===== config.mk =====
export PLATFORM = sky130hd
export DESIGN_NAME = div_unit
export DESIGN_NICKNAME = d
export VERILOG_FILES = /design/src/rtl/div_pkg.sv /design/src/rtl/div_operand_prep.sv /design/src/rtl/div_core.sv /design/src/rtl/div_result_fix.sv /design/src/rtl/div_unit.sv
export SDC_FILE = /design/constraint.sdc
export NUM_CORES = 1
export LEC_CHECK = 0
export ABC_AREA = 1
export ABC_CLOCK_PERIOD_IN_PS = 3800
export CAP_MARGIN = 20
export CORE_UTILIZATION = 50
export DETAILED_ROUTE_END_ITERATION = 8
export GPL_TIMING_DRIVEN = 0
export MAX_ROUTING_LAYER = met4
export PLACE_DENSITY_LB_ADDON = 0.05
export SYNTH_ARGS = -nofsm -noshare
export SYNTH_HDL_FRONTEND = slang
export SYNTH_SLANG_ARGS = --single-unit

===== constraint.sdc =====
create_clock -name clk -period 3.8 [get_ports clk]
set_input_delay 0.38 -clock clk [delete_from_list [all_inputs] [get_ports clk]]
set_output_delay 0.38 -clock clk [all_outputs]
set_load 0.01 [all_outputs]

===== src/rtl/div_pkg.sv =====
package div_pkg;
  typedef enum logic {PH_IDLE, PH_RUN} div_phase_e;
endpackage


===== src/rtl/div_operand_prep.sv =====
module div_operand_prep #(
  parameter int BASE_W = 8
) (
  input  logic                  word_mode,
  input  logic                  signed_mode,
  input  logic [4*BASE_W-1:0]   dividend,
  input  logic [2*BASE_W-1:0]   divisor,
  output logic [4*BASE_W-1:0]   dvd_mag,
  output logic [2*BASE_W-1:0]   dsr_mag,
  output logic                  dvd_neg,
  output logic                  dsr_neg,
  output logic                  dsr_zero,
  output logic [4*BASE_W-1:0]   zero_word
);
  localparam int HW = 2 * BASE_W;
  localparam int FW = 4 * BASE_W;

  function automatic logic [BASE_W-1:0] abs_b(input logic [BASE_W-1:0] v, input logic n);
    return n ? (~v + 1'b1) : v;
  endfunction

  function automatic logic [HW-1:0] abs_h(input logic [HW-1:0] v, input logic n);
    return n ? (~v + 1'b1) : v;
  endfunction

  function automatic logic [FW-1:0] abs_f(input logic [FW-1:0] v, input logic n);
    return n ? (~v + 1'b1) : v;
  endfunction

  always_comb begin
    if (word_mode) begin
      dvd_neg   = signed_mode & dividend[FW-1];
      dsr_neg   = signed_mode & divisor[HW-1];
      dvd_mag   = abs_f(dividend, dvd_neg);
      dsr_mag   = abs_h(divisor, dsr_neg);
      dsr_zero  = (divisor == '0);
      zero_word = {dividend[HW-1:0], ~dividend[FW-1:HW]};
    end else begin
      dvd_neg   = signed_mode & dividend[HW-1];
      dsr_neg   = signed_mode & divisor[BASE_W-1];
      dvd_mag   = {{HW{1'b0}}, abs_h(dividend[HW-1:0], dvd_neg)};
      dsr_mag   = {{BASE_W{1'b0}}, abs_b(divisor[BASE_W-1:0], dsr_neg)};
      dsr_zero  = (divisor[BASE_W-1:0] == '0);
      zero_word = {{HW{1'b0}}, dividend[BASE_W-1:0], ~dividend[HW-1:BASE_W]};
    end
  end
endmodule


===== src/rtl/div_core.sv =====
module div_core
  import div_pkg::*;
#(
  parameter int BASE_W = 8
) (
  input  logic                  clk,
  input  logic                  rst,
  input  logic                  load,
  input  logic                  word_mode,
  input  logic [4*BASE_W-1:0]   dvd_mag,
  input  logic [2*BASE_W-1:0]   dsr_mag,
  output logic                  run,
  output logic                  last,
  output logic [4*BASE_W-1:0]   quo_nxt,
  output logic [2*BASE_W-1:0]   rem_nxt
);
  localparam int HW = 2 * BASE_W;
  localparam int FW = 4 * BASE_W;
  localparam int CW = $clog2(FW + 1);

  div_phase_e     phase;
  logic [FW-1:0]  acc_q;
  logic [HW-1:0]  acc_r;
  logic [HW-1:0]  dsr_r;
  logic [CW-1:0]  cnt;
  logic [CW-1:0]  limit_r;
  logic [HW:0]    trial;
  logic [HW:0]    diff;
  logic           fits;

  // one restoring step: bring in the next dividend bit, subtract if it fits
  always_comb begin
    trial   = {acc_r, acc_q[FW-1]};
    diff    = trial - {1'b0, dsr_r};
    fits    = (trial >= {1'b0, dsr_r});
    rem_nxt = fits ? diff[HW-1:0] : trial[HW-1:0];
    quo_nxt = {acc_q[FW-2:0], fits};
  end

  assign run  = (phase == PH_RUN);
  assign last = run && (cnt == limit_r - CW'(1));

  always_ff @(posedge clk) begin
    if (rst) begin
      phase   <= PH_IDLE;
      acc_q   <= '0;
      acc_r   <= '0;
      dsr_r   <= '0;
      cnt     <= '0;
      limit_r <= '0;
    end else if (phase == PH_IDLE) begin
      if (load) begin
        acc_q   <= word_mode ? dvd_mag : (dvd_mag << HW);
        acc_r   <= '0;
        dsr_r   <= dsr_mag;
        cnt     <= '0;
        limit_r <= word_mode ? CW'(FW) : CW'(HW);
        phase   <= PH_RUN;
      end
    end else begin
      acc_q <= quo_nxt;
      acc_r <= rem_nxt;
      cnt   <= cnt + CW'(1);
      if (last) phase <= PH_IDLE;
    end
  end

  AST_PARTIAL_REM: assert property (@(posedge clk) disable iff (rst)
    run |-> (acc_r < dsr_r));
endmodule


===== src/rtl/div_result_fix.sv =====
module div_result_fix #(
  parameter int BASE_W = 8
) (
  input  logic                  word_mode,
  input  logic                  quo_neg,
  input  logic                  rem_neg,
  input  logic [4*BASE_W-1:0]   quo_mag,
  input  logic [2*BASE_W-1:0]   rem_mag,
  output logic [4*BASE_W-1:0]   packed_word,
  output logic                  ovf
);
  localparam int HW = 2 * BASE_W;
  localparam int FW = 4 * BASE_W;

  function automatic logic [FW-1:0] sign_f(input logic [FW-1:0] v, input logic n);
    return n ? (~v + 1'b1) : v;
  endfunction

  function automatic logic [HW-1:0] sign_h(input logic [HW-1:0] v, input logic n);
    return n ? (~v + 1'b1) : v;
  endfunction

  function automatic logic [FW-1:0] quo_limit(input logic wide);
    return wide ? {{HW{1'b0}}, {HW{1'b1}}} : {{(FW-BASE_W){1'b0}}, {BASE_W{1'b1}}};
  endfunction

  logic [FW-1:0] quo_s;
  logic [HW-1:0] rem_s;

  always_comb begin
    quo_s = sign_f(quo_mag, quo_neg);
    rem_s = sign_h(rem_mag, rem_neg);
    if (word_mode) packed_word = {rem_s, quo_s[HW-1:0]};
    else           packed_word = {{HW{1'b0}}, rem_s[BASE_W-1:0], quo_s[BASE_W-1:0]};
    ovf = !quo_neg && (quo_mag > quo_limit(word_mode));
  end
endmodule


===== src/rtl/div_unit.sv =====
module div_unit #(
  parameter int BASE_W = 8
) (
  input  logic                  clk,
  input  logic                  rst,
  input  logic                  start,
  input  logic                  word_mode,
  input  logic                  signed_mode,
  input  logic [4*BASE_W-1:0]   dividend,
  input  logic [2*BASE_W-1:0]   divisor,
  output logic                  busy,
  output logic                  done,
  output logic [4*BASE_W-1:0]   result,
  output logic                  ovf
);
  localparam int HW = 2 * BASE_W;
  localparam int FW = 4 * BASE_W;
  localparam int CW = $clog2(FW + 1);

  logic [FW-1:0] dvd_mag, zero_word, quo_nxt, packed_word;
  logic [HW-1:0] dsr_mag, rem_nxt;
  logic          dvd_neg, dsr_neg, dsr_zero;
  logic          accept, load_core, step_last, core_run, fix_ovf;
  logic          word_l, sdiff_l, dneg_l;
  logic [CW-1:0] busy_cycles;

  div_operand_prep #(.BASE_W(BASE_W)) u_prep (
    .word_mode   (word_mode),
    .signed_mode (signed_mode),
    .dividend    (dividend),
    .divisor     (divisor),
    .dvd_mag     (dvd_mag),
    .dsr_mag     (dsr_mag),
    .dvd_neg     (dvd_neg),
    .dsr_neg     (dsr_neg),
    .dsr_zero    (dsr_zero),
    .zero_word   (zero_word)
  );

  assign accept    = start && !core_run;
  assign load_core = accept && !dsr_zero;

  div_core #(.BASE_W(BASE_W)) u_core (
    .clk       (clk),
    .rst       (rst),
    .load      (load_core),
    .word_mode (word_mode),
    .dvd_mag   (dvd_mag),
    .dsr_mag   (dsr_mag),
    .run       (core_run),
    .last      (step_last),
    .quo_nxt   (quo_nxt),
    .rem_nxt   (rem_nxt)
  );

  div_result_fix #(.BASE_W(BASE_W)) u_fix (
    .word_mode   (word_l),
    .quo_neg     (sdiff_l),
    .rem_neg     (dneg_l),
    .quo_mag     (quo_nxt),
    .rem_mag     (rem_nxt),
    .packed_word (packed_word),
    .ovf         (fix_ovf)
  );

  assign busy = core_run;

  always_ff @(posedge clk) begin
    if (rst) begin
      word_l  <= 1'b0;
      sdiff_l <= 1'b0;
      dneg_l  <= 1'b0;
      done    <= 1'b0;
      result  <= '0;
      ovf     <= 1'b0;
    end else begin
      done <= 1'b0;
      if (load_core) begin
        word_l  <= word_mode;
        sdiff_l <= dvd_neg ^ dsr_neg;
        dneg_l  <= dvd_neg;
      end
      if (accept && dsr_zero) begin
        result <= zero_word;
        ovf    <= 1'b1;
        done   <= 1'b1;
      end else if (step_last) begin
        result <= packed_word;
        ovf    <= fix_ovf;
        done   <= 1'b1;
      end
    end
  end

  // independent count of busy cycles, used only to bound the iteration window
  always_ff @(posedge clk) begin
    if (rst || load_core) busy_cycles <= '0;
    else if (core_run)    busy_cycles <= busy_cycles + CW'(1);
  end

  AST_ZERO_ONE_CYCLE: assert property (@(posedge clk) disable iff (rst)
    (start && !busy && dsr_zero) |=> (done && ovf && !busy));
  AST_NO_OVERFLOW: assert property (@(posedge clk) disable iff (rst)
    (step_last && sdiff_l) |=> !ovf);
  AST_BUSY_WINDOW: assert property (@(posedge clk) disable iff (rst)
    busy |-> (busy_cycles < (word_l ? CW'(FW) : CW'(HW))));
  AST_DONE_NOT_BUSY: assert property (@(posedge clk) disable iff (rst)
    done |-> !busy);
  AST_START_IGNORED: assert property (@(posedge clk) disable iff (rst)
    (busy && start && !step_last) |=> busy);
  AST_RESET_CLEAR: assert property (@(posedge clk)
    rst |=> (!busy && !done && (result == '0) && !ovf));
  AST_RESULT_HOLD: assert property (@(posedge clk) disable iff (rst)
    !done |-> ($stable(result) && $stable(ovf)));
endmodule


==> results of run 1 <==
## cell type report
cell class	instances	area share
diodes	1	0.000250
flip-flops and latches	110	0.220
well taps	220	0.0275
clock inverters	6	0.00600
repair buffers	83	0.0831
inverters	155	0.0584
clock buffers	10	0.0239
multi-input cells	1060	0.555
plain buffers	62	0.0261
## cells in the mapped netlist, types with 6 or more instances
cell type    n  share of area
ha_1        30          0.044
nand4_1     20          0.015
clkbuf_1    51          0.022
nand2_2     18          0.013
o211ai_1    18          0.016
inv_2        7         0.0031
a31oi_1     34          0.025
xnor2_1      7         0.0071
inv_1      145          0.063
a21oi_1    112          0.065
nor2_4       6         0.0079
o21ai_1     10         0.0058
dfxtp_1    110           0.26
o21ai_0    100          0.058
nand3b_1     8         0.0070
nor2_2       7         0.0051
nand2_1    384           0.17
nor4_1      10         0.0073
o221ai_1     6         0.0061
nand3_1     85          0.050
xor2_1      38          0.039
nor3_1      10         0.0058
o31ai_1      6         0.0052
nor2_1     103          0.045
## flip-flops by register name, indices dropped and copies added (netlist names)
signal          flops
u_core.cnt          6
u_core.acc_q       32
u_core.acc_r       16
ovf                 1
dneg_l              1
done                1
u_core.run          1
u_core.dsr_r       16
word_l              1
sdiff_l             1
result             32
u_core.limit_r      2
## report_power, final
| group | switching (W) | internal [W] | total [W] |
|---|---|---|---|
| Combinational | 0.00413 | 0.00196 | 0.00609 |
| Sequential | 0.000116 | 0.00126 | 0.00138 |
| Clock | 0.000487 | 0.000484 | 0.000971 |
## metrics by stage
stage | cell area (um2) | setup slack, ns | utilization
final | 10000 | 0.401 | 0.601
after global routing | 10000 | 0.0668 | 0.601
after CTS | 9990 | 0.240 | 0.600
after detailed placement | 9690 | 0.243 | 0.582
after global placement | 9690 | 0.201 | 0.582
after floorplan | 8580 | 0.862 | -
## worst max path at each step
stage | start | endpoint | cells past startpoint
after floorplan | u_core.dsr_r[12] | result[14] | 26
after global placement | divisor[0] | result[7] | 11
after detailed placement | divisor[0] | result[7] | 11
after CTS | u_core.dsr_r[11] | result[14] | 26
after global routing | u_core.dsr_r[10] | result[14] | 26
final | divisor[0] | result[7] | 11
## critical path: stages
cell and delay, ns:
clkdlybuf4s50_1 0.39, inv_1 0.10, ha_1 0.21, nand3_1 0.18, nor3_2 0.24, nand2_1 0.13, a21oi_2 0.61, nand2_1 0.46
o21ai_0 0.66, o21ai_0 0.24, nand2_1 0.09
## metal layers
layer | up-vias | GRT usage
met2 | 585 | 0.535
met3 | 78 | 0.0985
met1 | 4477 | 0.514
li1 | 4813 | -
met5 | - | -
met4 | 0 | 0.140
## logic make-up after synthesis
kind of cell | Yosys count
adder cells (fa/ha/maj) | 31
flip-flops | 110
AO/OA/AOI/OAI | 319
XOR/XNOR | 45
AND/OR/NAND/NOR | 663
multiplexers | 2
buffers and inverters | 217
## repair_timing
| item | CTS | global route |
|---|---|---|
| resized for setup | 0 | 3 |
| endpoints found under the setup margin | 0 | 3 |
| hold buffers | 0 | 0 |
==> summary.txt, run 1 <==
Clock network
  – CTS tree: built
  – Post-CTS Setup Inserts: 0
  – CTS root buffer: clkbuf_16
  – Depth of the CTS H-tree: 3
  – Clk_lat worst skew: 0.36 ns
  – Clk slew on worst S/H paths: 0.08 ns
  – Inserted Clock Buffers: 9
  – # clock sinks: 110
  – Longest Clk Path Bufs: 2

Finish
  – Commonest non-fill, non-tap cell in the layout: nand2_1
  – Seq. cell area: between 2000 and 2500 um2
  – Layout filler cell count: approximately 1.7k
  – Share of cells above drive strength 1: 0.0552
  – Final nets: 1,565
  – Multi-input gate area: around 5500 um2
  – Most frequent cells in the layout: nand2_1, inv_1, a21oi_1, dfxtp_1, nor2_1
  – Synth-to-Final Area Change: 16.5%
  – Fin cells: between 1.5k and 2k

Floorplanning
  – Die height: ~130 um
  – Core Rows: 47
  – Die Area: 17,700 um2
  – Die width: approximately 130 um
  – Initial core utilization: 0.516
  – Core ar.: 16,600 um2
  – Io pins: slightly below 90

GRT
  – Grt ovf: 0
  – First-pass GRT wire length: 49,700 um
  – Antenna violations before repair: 0
  – Largest net degree at the start of global routing: 21
  – GRT Resource Usage Total: 0.379
  – Vias in the first global route: 8,855

Yosys
  – Syn_nets: 1,471
  – Top FF cell, synth: dfxtp_1
  – Post-Syn Instances: 1,387
  – Xor-xnor portion of the synthesized cell area: 0.0459
  – Combinational family with the most area after synthesis: simple AND/OR/NAND/NOR gates
  – Post-synth cell types: 55
  – Multiplexer area fraction after synthesis: 0.00233
  – Async set-reset flop share out of synthesis: 0
  – #FFs+latches synth: 110
  – Compound-Gate Fraction of Synth Area: 0.215
  – Register area share after synthesis: 0.257
  – Mean area per synthesized cell: 6.19 um2
  – Post-Syn Area: 8580 um2
  – Yosys Warn Count: 0
  – Adder-cell share of the synthesized area: 0.0461
  – Post-synth EDFFs: 0
  – Post-Synth Simple-Gate Area: 0.336

Power
  – Leak: 4.32 nW
  – Power, Total: 0.00844 W
  – PD cells: around 840 nW/um2
  – Peak supply drop: 0.716 mV

Timing
  – Final Max Slew Viols: 0
  – Fin crit share: 0.894
  – Minimum clock period: 3.40 ns
  – Setup TNS: 0 ns
  – Hold Vio Cnt, Final: 0
  – RSZ-0062 raised after global routing: no
  – Slew HR: 0.345
  – Setup violators final: 0
  – FMAX: roughly 290 MHz
  – Worst slew pin tran: 0.978 ns
  – Final Skew: between 0.01 and 0.015 ns
  – Final hold slack: 0.456 ns

Drt
  – DRC: 0
  – Via-to-Cell Ratio: 5.83
  – Routed wl met2: between 10,000 and 15,000 um
  – Via count: 9,953
  – WL/cell: between 15 and 20 um
  – Wl on met1: 14,100 um
  – Top layer reached by signal wires: met4
  – Detailed Routing Iterations Pass 1: 8
  – Metal3 WL: 3810 um
  – ANT nets after route: 0
  – 1st-iter DRT viols: 1,228
  – WL final: 32,300 um

Hold path
  – Hold Path Class: register to register
  – Hold EP: result[9]
  – HP Start: result[9]
  – Worst Hold Depth: 2

Setup path
  – Worst r2r dst: result[14]
  – CP Max Fanout: 8
  – RR Startpoint: u_core.dsr_r[8]
  – R2r worst-path depth: 26
  – Flop-to-flop setup slack: 0.41 ns
  – Critical Path End Type: register
  – Setup crit start kind: input port
  – Crit path kind: input port to register
  – Arr. time, crit path: 3.71 ns
  – Required time of the critical path: between 4 and 5 ns

Place
  – IO buf count: 83
  – Placed insts: 1,690
  – Global placement routability congestion: roughly 1.0
  – Detailed Place HPWL: around 26,000 um

Status
  – Status: finished, final reports clean

Flow run
  – # Max-Cap Violations: 0
Note: power is estimated with default switching activity, not from simulation.
==> inputs of run 2 (changes only) <==
--- a/config.mk
+++ b/config.mk
@@ -6,7 +6,7 @@
 export NUM_CORES = 1
 export LEC_CHECK = 0
 export ABC_AREA = 1
-export ABC_CLOCK_PERIOD_IN_PS = 3800
+export ABC_CLOCK_PERIOD_IN_PS = 3580
 export CAP_MARGIN = 20
 export CORE_UTILIZATION = 50
 export DETAILED_ROUTE_END_ITERATION = 8
==> constraint.sdc (replaced) <==
create_clock -name clk -period 3.58 [get_ports clk]
set_input_delay 0.358 -clock clk [delete_from_list [all_inputs] [get_ports clk]]
set_output_delay 0.358 -clock clk [all_outputs]
set_load 0.01 [all_outputs]
==> summary.txt, run 2 (synthesis gave the netlist of run 1 again) <==
Timing
  – Minimum clock period: 3.38 ns
  – Slew HR: 0.338 (-0.00740)
  – Fin crit share: 0.943
  – Setup violators final: 0 (unchanged)
  – Final Max Slew Viols: 0 (unchanged)
  – Final Skew: 0.0137 ns (+0.00166 ns)
  – FMAX: 296 MHz
  – Hold Vio Cnt, Final: 0 (unchanged)
  – Final WS setup: 0.204 ns (-0.197 ns)
  – Worst slew pin tran: 0.989 ns (+0.0111 ns)

Setup path
  – Worst r2r dst: result[14]
  – Delay-heaviest family, CP: compound AO/OA/AOI/OAI gates
  – CP max stage delay: 0.65 ns (about the same)
  – Critical Path End Type: register
  – Setup crit start kind: input port
  – RR Startpoint: u_core.dsr_r[7]
  – Flop-to-flop setup slack: 0.27 ns (-0.14 ns)
  – Crit path buf inv count: 2 (unchanged)
  – R2r worst-path depth: 26 (unchanged)
  – CP most frequent cell: nand2_1
  – Required time of the critical path: 3.89 ns (-0.22 ns)
  – Cell Chain, Critical Path: clkdlybuf4s50_1, inv_1, ha_1, nand3_1, nor3_2, nand2_1, a21oi_2, nand2_1, o21ai_0, o21ai_0, nand2_1
  – Crit path kind: input port to register
  – CP Max Fanout: 8 (unchanged)
  – Critical path's slowest cell: o21ai_0
  – Arr. time, crit path: 3.69 ns (-0.02 ns)

Floorplanning
  – Initial core utilization: 0.516 (unchanged)
  – Io pins: 88 (unchanged)
  – Core ar.: 16,600 um2 (unchanged)
  – Die Area: 17,700 um2 (unchanged)
  – Core Rows: 47 (unchanged)
  – Die height: 133 um (unchanged)
  – Die width: 133 um (unchanged)

Drt
  – 1st-iter DRT viols: 1,247 (+1.5%)
  – WL final: 32,500 um (+0.45%)
  – Via-to-Cell Ratio: 5.82 (-0.25%)
  – ANT nets after route: 0 (unchanged)
  – Detailed Routing Iterations Pass 1: 6 (-2)
  – WL/cell: 19.0 um (+0.51%)
  – Via count: 9,922 (-0.31%)
  – DRC: 0 (unchanged)

Clock network
  – Clk slew on worst S/H paths: 0.08 ns (about the same)
  – Clk_lat worst skew: 0.37 ns (about the same)
  – Longest Clk Path Bufs: 2 (unchanged)
  – Inserted Clock Buffers: 9 (unchanged)
  – Depth of the CTS H-tree: 3 (unchanged)
  – CTS tree: built
  – CTS root buffer: clkbuf_16
  – # clock sinks: 110 (unchanged)

Place
  – Global placement routability congestion: 1.04 (unchanged)
  – Placed insts: 1,690 (unchanged)
  – Detailed Place HPWL: 25,900 um (unchanged)
  – Area post-placement: 9690 um2 (unchanged)
  – Post-Place Setup Slack: 0.0449 ns (-0.198 ns)
  – IO buf count: 83 (unchanged)

Flow run
  – # Max-Cap Violations: 0 (unchanged)

Hold path
  – Worst Hold Depth: 2 (unchanged)
  – Hold EP: result[9]
  – HP Start: result[9]
  – Hold Path Class: register to register

GRT
  – GRT Resource Usage Total: 0.379 (unchanged)
  – First-pass GRT wire length: 49,700 um (unchanged)
  – Largest net degree at the start of global routing: 21 (unchanged)
  – Grt ovf: 0 (unchanged)
  – Antenna violations before repair: 0 (unchanged)
  – Vias in the first global route: 8,855 (unchanged)

Finish
  – Share of cells above drive strength 1: 0.0612 (+0.00606)
  – Layout Utilization: 0.604 (+0.00308)
  – Antenna diodes: 0 (-1)
  – Final nets: 1,565 (unchanged)
  – Top Registers: result: 32 flops, u_core.acc_q: 32 flops
  – Final instance area: 10,100 um2 (+0.51%)
  – Commonest non-fill, non-tap cell in the layout: nand2_1
  – Most frequent cells in the layout: nand2_1, inv_1, a21oi_1, dfxtp_1, nor2_1
  – Fin cells: 1,706 (-0.059%)
  – Synth-to-Final Area Change: 17.1%

Power
  – Clk network pwr share: 0.114 (about the same)
  – Power, Total: 0.00900 W (+6.6%)
  – Switching part of the total power: 0.559 (-0.00155)
  – PD cells: 895 nW/um2 (+6.1%)
  – NetSw: 0.00503 W (+6.3%)
  – Peak supply drop: 0.766 mV (+7.0%)
  – Combinational group share of total power: 0.722 (about the same)
  – Power Internal: 0.00397 W (+7.0%)
  – Seq pwr share: 0.163 (about the same)
  – Leak: 4.32 nW (about the same)

Status
  – Status: finished, final reports clean
==> run 2: changes by cell type in the layout (fill, tap and decap cells not counted) <==
| cell | previous run | this run |
|---|---|---|
| a21oi_1 | 112 | 111 |
| a21oi_2 | 4 | 5 |
| diode_2 | 1 | 0 |
| ha_1 | 30 | 23 |
| ha_2 | 0 | 4 |
| ha_4 | 0 | 3 |
| nand2_1 | 384 | 383 |
| nand2_2 | 18 | 19 |
==> run 2: power groups by stage <==
stage                     sequential [W]  clock (W)  combinational [W]
after floorplan                  0.00144          0            0.00479
after global placement           0.00149          0            0.00624
after detailed placement         0.00149          0            0.00626
after CTS                        0.00146    0.00104            0.00629
after global routing             0.00148    0.00108            0.00718
final                            0.00147    0.00103            0.00650
==> run 2: metrics by stage <==
stage          setup TNS [ns]  hold slack (ns)
2_1_floorplan               0            0.435
3_3_place_gp                0            0.437
3_5_place_dp                0            0.442
4_1_cts                     0            0.457
5_1_grt               -0.0159            0.473
6_report                    0            0.455
==> run 2: how the worst max path moves through the flow <==
stage                     cells past startpoint          to              from
after global routing                         26  result[14]  u_core.dsr_r[10]
after floorplan                              26  result[14]  u_core.dsr_r[12]
after detailed placement                     11   result[7]        divisor[0]
after CTS                                    26  result[14]  u_core.dsr_r[11]
after global placement                       11   result[7]        divisor[0]
final                                        11   result[7]        divisor[0]
==> run 2: per-layer routing <==
layer,global-route usage,up-vias,part of all wire
li1,-,4806,-
met4,0.140,0,0.040
met2,0.535,570,0.41
met3,0.0985,92,0.12
met1,0.514,4454,0.44
met5,-,-,0
==> run 2: layout make-up <==
| cell class | count | area, um2 |
|---|---|---|
| Sequential cell | 110 | 2200 |
| Clock inverter | 6 | 60.1 |
| Inverter | 155 | 584 |
| Buffer | 62 | 262 |
| Timing Repair Buffer | 83 | 831 |
| Fill cell | 1673 | 6590 |
| Tap cell | 220 | 275 |
| Clock buffer | 10 | 239 |
| Multi-Input combinational cell | 1060 | 5600 |
==> run 2: timing repair <==
item,4_1_cts,5_1_grt
hold buffers,0,0
gates resized for setup,0,12
setup buffers,0,0
endpoints found under the setup margin,0,5
endpoints found under the hold margin,0,0
==> run 2: worst reg2reg max path, cell delays in order, from the launching register on <==
cell and delay (ns):
dfxtp_1 0.32, inv_1 0.16, ha_2 0.34, nand2_2 0.09, inv_2 0.04, nand2_1 0.06
nand2_1 0.11, inv_2 0.08, nand3_2 0.10, nand2_4 0.12, nand2_8 0.08, buf_8 0.16
inv_4 0.11, ha_1 0.16, inv_1 0.06, nor3_2 0.13, inv_1 0.09, nor3_2 0.14
nand2_1 0.07, nand2_1 0.09, nand2_1 0.10, a21oi_2 0.14, xor2_1 0.18, a21oi_1 0.09
nand2_1 0.10, nand2_1 0.06, nand2_1 0.05
